===== src/rtl/insn_dec_pkg.sv =====
package insn_dec_pkg;
  localparam int unsigned BYTE_W = 8;
  localparam int unsigned ADDR_W = 12;
  localparam int unsigned OP_W   = 4;

  typedef enum logic [2:0] {
    CLS_RR   = 3'd0,
    CLS_BACK = 3'd1,
    CLS_SKIP = 3'd2,
    CLS_LDI  = 3'd3,
    CLS_JMP  = 3'd4,
    CLS_MEM  = 3'd5
  } cls_e;

  typedef struct packed {
    cls_e              cls;
    logic [OP_W-1:0]   alu_op;
    logic              dst;
    logic              src;
    logic              reg_we;
    logic              imm_sel;
    logic [BYTE_W-1:0] imm;
    logic              mem_rd;
    logic              mem_wr;
    logic              port_sel;
    logic              port_rd;
    logic              port_wr;
    logic              jump;
    logic              call;
    logic              ret;
    logic              back;
    logic              skip;
    logic [1:0]        skip_cond;
    logic [1:0]        skip_cnt;
    logic              set_c;
    logic              clr_c;
    logic              halt;
  } ctrl_t;
endpackage


===== src/rtl/insn_fetch_seq.sv =====
module insn_fetch_seq
  import insn_dec_pkg::*;
#(
  parameter bit EXT_FMT = 1'b1
) (
  input  logic              clk_i,
  input  logic              rst_ni,
  input  logic [BYTE_W-1:0] in_byte_i,
  input  logic              in_valid_i,
  output logic              in_ready_o,
  input  logic              halt_now_i,
  output logic [BYTE_W-1:0] ins_o,
  output logic [BYTE_W-1:0] ext_o,
  output logic              issue_o
);
  logic              wait2_q, iss_q, halted_q;
  logic [BYTE_W-1:0] hold_q, ins_q, ext_q;
  logic              accept, two_byte;

  assign in_ready_o = ~halted_q & ~halt_now_i;
  assign accept     = in_valid_i & in_ready_o;
  // address-bearing classes have bit 7 set
  assign two_byte   = EXT_FMT & in_byte_i[BYTE_W-1];

  always_ff @(posedge clk_i or negedge rst_ni) begin
    if (!rst_ni) begin
      wait2_q  <= 1'b0;
      iss_q    <= 1'b0;
      halted_q <= 1'b0;
      hold_q   <= '0;
      ins_q    <= '0;
      ext_q    <= '0;
    end else begin
      iss_q <= 1'b0;
      if (halt_now_i) halted_q <= 1'b1;
      if (accept) begin
        if (wait2_q) begin
          ins_q   <= hold_q;
          ext_q   <= in_byte_i;
          wait2_q <= 1'b0;
          iss_q   <= 1'b1;
        end else if (two_byte) begin
          hold_q  <= in_byte_i;
          wait2_q <= 1'b1;
        end else begin
          ins_q <= in_byte_i;
          ext_q <= '0;
          iss_q <= 1'b1;
        end
      end
    end
  end

  assign ins_o   = ins_q;
  assign ext_o   = ext_q;
  assign issue_o = iss_q;
endmodule


===== src/rtl/insn_field_dec.sv =====
module insn_field_dec
  import insn_dec_pkg::*;
(
  input  logic              issue_i,
  input  logic [BYTE_W-1:0] ins_i,
  output ctrl_t             ctrl_o
);
  logic [OP_W-1:0] op;
  logic            d_bit, s_bit;
  logic            rr_we;

  assign op    = ins_i[5:2];
  assign d_bit = ins_i[1];
  assign s_bit = ins_i[0];

  always_comb begin
    unique case (op)
      4'hB, 4'hD, 4'hF: rr_we = 1'b0;
      default:          rr_we = 1'b1;
    endcase
  end

  always_comb begin
    ctrl_o     = '0;
    ctrl_o.cls = CLS_RR;
    unique casez (ins_i[7:4])
      4'b00??: begin
        ctrl_o.cls    = CLS_RR;
        ctrl_o.alu_op = op;
        ctrl_o.dst    = d_bit;
        ctrl_o.src    = s_bit;
        ctrl_o.reg_we = rr_we;
        if (op == 4'hC || op == 4'hD) ctrl_o.port_sel = s_bit;
        ctrl_o.port_rd = (op == 4'hC);
        ctrl_o.port_wr = (op == 4'hD);
        if (op == 4'hF) begin
          ctrl_o.set_c = (ins_i[1:0] == 2'b00);
          ctrl_o.clr_c = (ins_i[1:0] == 2'b01);
          ctrl_o.ret   = (ins_i[1:0] == 2'b10);
          ctrl_o.halt  = (ins_i[1:0] == 2'b11);
        end
      end
      4'b0100: begin
        ctrl_o.cls  = CLS_BACK;
        ctrl_o.back = 1'b1;
        ctrl_o.imm  = {4'hF, ~ins_i[3:0]};  // -(n+1)
      end
      4'b0101: begin
        ctrl_o.cls       = CLS_SKIP;
        ctrl_o.skip      = 1'b1;
        ctrl_o.skip_cond = ins_i[3:2];
        ctrl_o.skip_cnt  = ins_i[1:0];
      end
      4'b011?: begin
        ctrl_o.cls     = CLS_LDI;
        ctrl_o.dst     = ins_i[4];
        ctrl_o.reg_we  = 1'b1;
        ctrl_o.imm_sel = 1'b1;
        ctrl_o.imm     = {{4{ins_i[3]}}, ins_i[3:0]};
      end
      4'b10??: begin
        ctrl_o.cls  = CLS_JMP;
        ctrl_o.jump = ~ins_i[5];
        ctrl_o.call = ins_i[5];
      end
      default: begin
        ctrl_o.cls    = CLS_MEM;
        ctrl_o.dst    = ins_i[4];
        ctrl_o.src    = ins_i[4];
        ctrl_o.reg_we = ~ins_i[5];
        ctrl_o.mem_rd = ~ins_i[5];
        ctrl_o.mem_wr = ins_i[5];
      end
    endcase
    if (!issue_i) ctrl_o = '0;
  end
endmodule


===== src/rtl/insn_addr_gen.sv =====
module insn_addr_gen
  import insn_dec_pkg::*;
#(
  parameter bit EXT_FMT = 1'b1
) (
  input  logic              issue_i,
  input  logic [BYTE_W-1:0] ins_i,
  input  logic [BYTE_W-1:0] ext_i,
  input  logic [BYTE_W-1:0] reg0_i,
  input  logic [BYTE_W-1:0] reg1_i,
  output logic [ADDR_W-1:0] addr_o
);
  localparam int unsigned IDX_PAD = ADDR_W - BYTE_W;

  logic [ADDR_W-1:0] base_jmp, base_mem;
  logic [BYTE_W-1:0] idx;
  logic              is_jmp, is_mem;

  assign is_jmp = (ins_i[7:6] == 2'b10);
  assign is_mem = (ins_i[7:6] == 2'b11);

  generate
    if (EXT_FMT) begin : g_ext
      assign base_jmp = {ins_i[3:0], ext_i};
      assign base_mem = {1'b0, ins_i[2:0], ext_i};
    end else begin : g_short
      logic unused_ext;
      assign unused_ext = ^ext_i;
      assign base_jmp   = {{(ADDR_W-4){1'b0}}, ins_i[3:0]};
      assign base_mem   = {{(ADDR_W-3){1'b0}}, ins_i[2:0]};
    end
  endgenerate

  // index by the register not named as data register
  assign idx = (is_mem && ins_i[3]) ? (ins_i[4] ? reg0_i : reg1_i) : '0;

  always_comb begin
    addr_o = '0;
    if (issue_i && is_jmp) addr_o = base_jmp;
    if (issue_i && is_mem) addr_o = base_mem + {{IDX_PAD{1'b0}}, idx};
  end
endmodule


===== src/rtl/insn_ctrl_dec.sv =====
module insn_ctrl_dec
  import insn_dec_pkg::*;
#(
  parameter bit EXT_FMT = 1'b1
) (
  input  logic        clk_i,
  input  logic        rst_ni,
  input  logic [7:0]  in_byte_i,
  input  logic        in_valid_i,
  output logic        in_ready_o,
  input  logic [7:0]  reg0_i,
  input  logic [7:0]  reg1_i,
  output logic        issue_o,
  output logic [2:0]  cls_o,
  output logic [3:0]  alu_op_o,
  output logic        dst_o,
  output logic        src_o,
  output logic        reg_we_o,
  output logic        imm_sel_o,
  output logic [7:0]  imm_o,
  output logic        mem_rd_o,
  output logic        mem_wr_o,
  output logic [11:0] addr_o,
  output logic        port_sel_o,
  output logic        port_rd_o,
  output logic        port_wr_o,
  output logic        jump_o,
  output logic        call_o,
  output logic        ret_o,
  output logic        back_o,
  output logic        skip_o,
  output logic [1:0]  skip_cond_o,
  output logic [1:0]  skip_cnt_o,
  output logic        set_c_o,
  output logic        clr_c_o,
  output logic        halt_o
);
  logic [BYTE_W-1:0] ins, ext;
  logic              iss;
  ctrl_t             ctrl;

  insn_fetch_seq #(.EXT_FMT(EXT_FMT)) u_seq (
    .clk_i      (clk_i),
    .rst_ni     (rst_ni),
    .in_byte_i  (in_byte_i),
    .in_valid_i (in_valid_i),
    .in_ready_o (in_ready_o),
    .halt_now_i (ctrl.halt),
    .ins_o      (ins),
    .ext_o      (ext),
    .issue_o    (iss)
  );

  insn_field_dec u_dec (
    .issue_i (iss),
    .ins_i   (ins),
    .ctrl_o  (ctrl)
  );

  insn_addr_gen #(.EXT_FMT(EXT_FMT)) u_agen (
    .issue_i (iss),
    .ins_i   (ins),
    .ext_i   (ext),
    .reg0_i  (reg0_i),
    .reg1_i  (reg1_i),
    .addr_o  (addr_o)
  );

  assign issue_o     = iss;
  assign cls_o       = ctrl.cls;
  assign alu_op_o    = ctrl.alu_op;
  assign dst_o       = ctrl.dst;
  assign src_o       = ctrl.src;
  assign reg_we_o    = ctrl.reg_we;
  assign imm_sel_o   = ctrl.imm_sel;
  assign imm_o       = ctrl.imm;
  assign mem_rd_o    = ctrl.mem_rd;
  assign mem_wr_o    = ctrl.mem_wr;
  assign port_sel_o  = ctrl.port_sel;
  assign port_rd_o   = ctrl.port_rd;
  assign port_wr_o   = ctrl.port_wr;
  assign jump_o      = ctrl.jump;
  assign call_o      = ctrl.call;
  assign ret_o       = ctrl.ret;
  assign back_o      = ctrl.back;
  assign skip_o      = ctrl.skip;
  assign skip_cond_o = ctrl.skip_cond;
  assign skip_cnt_o  = ctrl.skip_cnt;
  assign set_c_o     = ctrl.set_c;
  assign clr_c_o     = ctrl.clr_c;
  assign halt_o      = ctrl.halt;
endmodule


===== config.mk =====
export PLATFORM = sky130hd
export DESIGN_NAME = insn_ctrl_dec
export DESIGN_NICKNAME = d
export VERILOG_FILES = /design/src/rtl/insn_dec_pkg.sv /design/src/rtl/insn_fetch_seq.sv /design/src/rtl/insn_field_dec.sv /design/src/rtl/insn_addr_gen.sv /design/src/rtl/insn_ctrl_dec.sv
export SDC_FILE = /design/constraint.sdc
export NUM_CORES = 1
export LEC_CHECK = 0
export BUFFER_PORTS_ARGS = -buffer_cell sky130_fd_sc_hd__buf_2
export CAP_MARGIN = 0
export CORE_ASPECT_RATIO = 0.5
export CORE_MARGIN = 8
export CORE_UTILIZATION = 45
export CTS_CLUSTER_SIZE = 40
export DETAILED_ROUTE_END_ITERATION = 16
export PLACE_DENSITY = 0.76
export SLEW_MARGIN = 15
export SYNTH_ARGS = -nofsm -noshare
export SYNTH_HDL_FRONTEND = slang
export SYNTH_HIERARCHICAL = 1
export SYNTH_SLANG_ARGS = --single-unit
export TNS_END_PERCENT = 20

===== constraint.sdc =====
create_clock -name clk_i -period 2.9 [get_ports clk_i]
set_input_delay 0.435 -clock clk_i [delete_from_list [all_inputs] [get_ports clk_i]]
set_output_delay 0.435 -clock clk_i [all_outputs]
set_load 0.02 [all_outputs]

==> results_dict.tcl, run 1 <==
set metrics [dict create \
    wirelength_mm 6.31 \
    arrival_ns 2.64 \
    syn_area_um2 2170 \
    clockRootBuffer "clkbuf_8" \
    htreeDepth 1 \
    clk_latency_ns 0.26 \
    clk_pin_slew_worst_paths_ns 0.08 \
    grtUsageTotal 0.167 \
    r2r_end "u_seq/ins_o[0]" \
    start_util 0.481 \
    numCtsBuffers 3 \
    fillers 406 \
    syn_nets 273 \
    ys.flop_type "dfrtp_1" \
    hold_violations 0 \
    die_x_um 114 \
    overflow 0 \
    drtAntennaViolNets 0 \
    cts_buffer_depth 2 \
    p_leak_nw 1.41 \
    synth_seq_area_share 0.311 \
    synth.distinct_cells 50 \
    status "finished, violations left" \
    place_ws_ns 0.0163 \
    ys_ff_latch 27 \
    firstDrtPassIters 4 \
    max_cap_violations 0 \
    cts_tree "done" \
    fp.dieArea_um2 7440 \
    final-max-slew-violation-count 0 \
    crit_path_end_kind "output pin" \
    vdd_ir_drop_max_uv 405 \
    gp_congestion 0.846 \
    syn_to_final_growth_pct 27.8 \
    required_ns 2.47 \
    syn_avg_cell_area_um2 9.16 \
    dp.cells 374 \
    cts_hold_buf 0 \
    drcViolationCount 0 \
    max_freq_mhz 326 \
    rsz0062_at_grt "true" \
    fin_crit_ns 3.07 \
    grt_max_degree 30 \
    r2r_start "u_seq/ins_o[4]" \
    r2r_cells 8 \
    layout.nets 351 \
    place_area_um2 2630 \
    power_density_nw_per_um2 982 \
    num_rows 17 \
    numPortBuffers 76 \
    stdcell_area_um2 2770 \
    ios 77 \
    die_h_um 65.1 \
    antenna_cells 0 \
    grt_first_pass_wirelength_mm 10.2 \
    antenna_found_initial 0 \
    report.final.setup_viol 5 \
    finalWorstSetupSlack_ns -0.172 \
    layout_common_cells "buf_2 (70), nor2_1 (28), dfrtp_1 (26)" \
    final_cells 380 \
    worstSetupPathType "flop to output pin" \
    hpwlAfterDp_mm 5.01 \
    final_common_cell "buf_2" \
    reg2reg_slack_ns 0.46 \
    period_share 1.06 \
    layout-drive-gt1-share 0.439 \
    violations "setup timing" \
    synth_edf_count 0 \
    hold_path_class "input port to async pin" \
    cp-start-kind "flop" \
    clkSinkCount 27 \
    wl_per_cell_um 16.6 \
    ys_warn_count 6 \
    finClkSkew_ns 0.00198 \
    syn_inst 237 \
    ys_async_sr_fraction 1.00 \
    grt_pass1_vias 2051 \
    coreArea_um2 4510 \
    worst_pin_slew_ns 0.767 \
    critPathMaxFanout 4 \
    dr_total_vias 2068 \
    detail_route.vias_per_cell 5.44 \
    drt_iter0_markers 86 \
    max_slew_margin 0.488 \
]
## critical path, cell delays in order (launching register included)
cell	delay [ns]
dfrtp_2	0.47
mux2i_1	0.13
nor2_1	0.11
ha_2	0.20
inv_2	0.04
fa_2	0.34
nand2b_4	0.16
a21oi_4	0.15
o211ai_2	0.12
or4_1	0.43
nand2_1	0.10
buf_6	0.12
## cells in the mapped netlist (all sizes together), types with 3 or more instances
| cell type | n | area [um2] |
|---|---|---|
| nand2 | 10 | 37.5 |
| ha | 8 | 100 |
| a21o | 3 | 22.5 |
| buf | 13 | 81.3 |
| a22o | 9 | 78.8 |
| xor2 | 5 | 43.8 |
| a21oi | 14 | 73.8 |
| mux2 | 22 | 248 |
| nor3 | 11 | 60.1 |
| inv | 11 | 41.3 |
| dfrtp | 27 | 676 |
| nor2 | 28 | 105 |
| nand3 | 5 | 25.0 |
| mux2i | 10 | 100 |
| o211ai | 5 | 47.5 |
| nand2b | 13 | 88.8 |
| nor3b | 3 | 38.8 |
| and2 | 6 | 37.5 |
| o22ai | 5 | 31.3 |
## through the flow
stage                     power [mW]  setup TNS (ns)   util  hold WS, ns
after global placement          2.34               0  0.582        0.450
after floorplan                 1.95               0      -        0.139
after CTS                       2.67          -0.476  0.603        0.175
after global routing            2.92           -1.17  0.615        0.191
final                           2.72          -0.440  0.615        0.160
after detailed placement        2.41               0  0.582        0.453
## how the worst max path moves through the flow
stage	startpoint	endpoint	slack, ns	depth (start not counted)
after floorplan	u_seq/ins_o[6]	addr_o[10]	0.05	8
after global placement	reg0_i[1]	addr_o[10]	0.06	10
after detailed placement	u_seq/ins_o[4]	addr_o[7]	0.02	10
after CTS	u_seq/ins_o[4]	addr_o[10]	-0.15	11
after global routing	u_seq/ins_o[4]	addr_o[10]	-0.28	11
final	u_seq/ins_o[4]	addr_o[10]	-0.17	11
## cell type report
cell class                 count  area (um2)  area share
sequential                    27         677       0.244
timing repair buffer          88         502       0.181
tap                           66        82.6      0.0298
multi-input combinational    184        1430       0.514
inverter                      11        41.3      0.0149
clock buffer                   4        45.0      0.0162
## routing by layer
layer	global-route usage	routed length (um)
met4	0.0509	74
met3	0.0310	409
met1	0.216	2860
met5	0	0
met2	0.282	2970
## where the power goes
group          leakage, nW  internal [mW]  switching (mW)
Sequential           0.323          0.555           0.229
Clock               0.0228         0.0981           0.105
Combinational         1.06          0.775           0.963
Total                 1.41           1.43            1.30
## timing repair
item | in CTS | in global routing
resized for setup | 13 | 10
pin swaps | 5 | 5
setup buffers | 0 | 2
endpoints found under the hold margin | 0 | 0
endpoints found under the setup margin | 7 | 8
## flip-flops by register name, indices dropped and copies added, names as in the netlist
signal,count
u_seq/ext_o,8
u_seq/hold_q,8
u_seq/ins_o,8
u_seq/halted_q,1
u_seq/issue_o,1
u_seq/wait2_q,1
## cells by family (layout without fill, tap and decap cells)
family          Yosys count  in the layout  synth area share
buf+inv                  26            103            0.0599
simple gates             88             88             0.225
mux                      32             32             0.160
compound gates           48             48             0.160
flops                    27             27             0.311
xor+xnor                  7              7            0.0282
fa+ha+maj                 9              9            0.0553
Power figures use the tool's default switching activity.
==> run 2, diff against run 1 <==
--- a/config.mk
+++ b/config.mk
@@ -14,4 +14,5 @@
 export DETAILED_ROUTE_END_ITERATION = 16
 export PLACE_DENSITY = 0.76
+export REMOVE_ABC_BUFFERS = 1
 export SLEW_MARGIN = 15
 export SYNTH_ARGS = -nofsm -noshare
==> constraint.sdc (replaced) <==
create_clock -name clk_i -period 2.9 [get_ports clk_i]
set_input_delay 0.435 -clock clk_i [delete_from_list [all_inputs] [get_ports clk_i]]
set_output_delay 0.435 -clock clk_i [all_outputs]
set_load 0.05 [all_outputs]
==> run 2 against run 1 <==
Effect of this change: the flow still finishes with violations (setup timing); core utilization down 0.36 points; power up 8.4%; critical endpoint unchanged; critical path depth unchanged; sequential cell count unchanged; largest cell class unchanged; largest power group unchanged.
==> results_dict.tcl, run 2 (synthesis results as in run 1) <==
set metrics [dict create \
    overflow 0 \
    max_freq_mhz 327 \
    hpwlAfterDp_mm 4.70 \
    layout.nets 351 \
    wl_per_cell_um 15.8 \
    crit_path_end_kind "output pin" \
    worstSetupPathType "flop to output pin" \
    power_density_nw_per_um2 1070 \
    start_util 0.481 \
    violations "setup timing" \
    cp_slowest_cell "dfrtp_2" \
    layout_common_cells "buf_2 (69), nor2_1 (28), dfrtp_1 (26)" \
    drt_iter0_markers 139 \
    arrival_ns 2.63 \
    stdcell_area_um2 2760 \
    totalPowerFinal_mw 2.95 \
    clk_latency_ns 0.27 \
    worst_pin_slew_ns 0.743 \
    wirelength_mm 6.00 \
    die_x_um 114 \
    path_depth 11 \
    crit_path_start "u_seq/ins_o[4]" \
    final_common_cell "buf_2" \
    hold_path_class "input port to async pin" \
    grt_max_degree 30 \
    ios 77 \
    numCtsBuffers 3 \
    grt_first_pass_wirelength_mm 9.91 \
    clkSinkCount 27 \
    vdd_ir_drop_max_uv 358 \
    final-max-slew-violation-count 0 \
    fillers 385 \
    clk_pin_slew_worst_paths_ns 0.09 \
    antenna_found_initial 0 \
    grtUsageTotal 0.160 \
    hold_violations 0 \
    finClkSkew_ns 0.00247 \
    critPathMaxFanout 4 \
    dr_total_vias 2033 \
    cts_tree "done" \
    report.final.setup_viol 5 \
    drcViolationCount 0 \
    coreArea_um2 4510 \
    period_share 1.06 \
    antenna_cells 0 \
    path_cells "mux2i_1 > nor2_1 > ha_1 > inv_1 > fa_2 > nand2b_4 > a21oi_2 > o211ai_2 > or4_1 > nand2_1 > buf_6" \
    crit_path_end "addr_o[10]" \
    dp.cells 376 \
    cp-start-kind "flop" \
    finalWorstSetupSlack_ns -0.163 \
    grt_pass1_vias 1979 \
    rsz0062_at_grt "true" \
    firstDrtPassIters 4 \
    reg2reg_slack_ns 0.54 \
    finalSetupTns_ns -0.389 \
    timing.critical_path.buf_inv 2 \
    r2r_cells 7 \
    r2r_end "u_seq/ins_o[4]" \
    gp_congestion 0.861 \
    layout-drive-gt1-share 0.424 \
    detail_route.vias_per_cell 5.35 \
    num_rows 17 \
    fin_crit_ns 3.06 \
    max_cap_violations 0 \
    p_leak_nw 1.41 \
    r2r_start "u_seq/ins_o[6]" \
    drtAntennaViolNets 0 \
    crit_family "simple AND/OR/NAND/NOR gates" \
    max_slew_margin 0.504 \
    numPortBuffers 76 \
    status "finished, violations left" \
    hold_ws_ns 0.147 \
    die_h_um 65.1 \
    required_ns 2.47 \
    htreeDepth 1 \
    fp.dieArea_um2 7440 \
    syn_to_final_growth_pct 27.0 \
    final_cells 380 \
    cts_buffer_depth 2 \
    place_area_um2 2640 \
    clockRootBuffer "clkbuf_8" \
    critPathMaxStageDelay_ns 0.45 \
]
## run 2: changes by cell type in the layout (fill, tap and decap cells not counted), sizes merged
cell    delta
clkbuf     -1
clkinv     +1
## run 2: routing by layer
layer | part of all wire | global-route usage
met1 | 0.42 | 0.198
met2 | 0.52 | 0.292
met3 | 0.055 | 0.0291
met4 | 0.0032 | 0.0246
met5 | 0 | 0
## run 2: worst min-delay path by stage
stage,start,endpoint,slack [ns],depth (start not counted)
after CTS,rst_ni,u_seq/ext_o[6],0.17,1
after global routing,rst_ni,u_seq/ext_o[6],0.19,1
after detailed placement,u_seq/hold_q[7],u_seq/hold_q[7],0.45,1
final,rst_ni,u_seq/ext_o[2],0.15,1
after global placement,u_seq/hold_q[7],u_seq/hold_q[7],0.45,1
after floorplan,rst_ni,u_seq/ext_o[0],0.14,0
## run 2: final cells by class
type | instances | area (um2) | area share
tap | 66 | 82.6 | 0.0299
sequential | 27 | 677 | 0.245
clock inverter | 1 | 5.00 | 0.00181
timing repair buffer | 88 | 499 | 0.181
multi-input combinational | 184 | 1410 | 0.512
clock buffer | 3 | 41.3 | 0.0150
inverter | 11 | 41.3 | 0.0150
## run 2: stage by stage
| step | util | setup slack [ns] |
|---|---|---|
| finish | 0.612 | -0.163 |
| CTS | 0.607 | -0.187 |
| floorplan | - | -1.22 |
| detailed placement | 0.584 | -0.0628 |
| global route | 0.612 | -0.294 |
| global placement | 0.584 | -0.0187 |
## run 2: report_power, final
group | switching [mW] | internal (mW)
Combinational | 1.21 | 0.762
Sequential | 0.221 | 0.555
Clock | 0.110 | 0.0961
Total | 1.54 | 1.41
## run 2: worst reg2reg max path, delay by kind of cell, from the launching register on
kind,cells,cell delay (ns)
buffers and inverters,1,0.23
AO/OA/AOI/OAI,1,0.31
flip-flops,1,0.39
AND/OR/NAND/NOR,4,0.87
multiplexers,1,0.43
## run 2: timing repair
action / 4_1_cts / 5_1_grt
gates resized for setup: 14 / 5
hold endpoints to repair: 0 / 0
endpoints found under the setup margin: 7 / 8
pin swaps: 2 / 2
hold buffers: 0 / 0
buffers inserted: 0 / 0
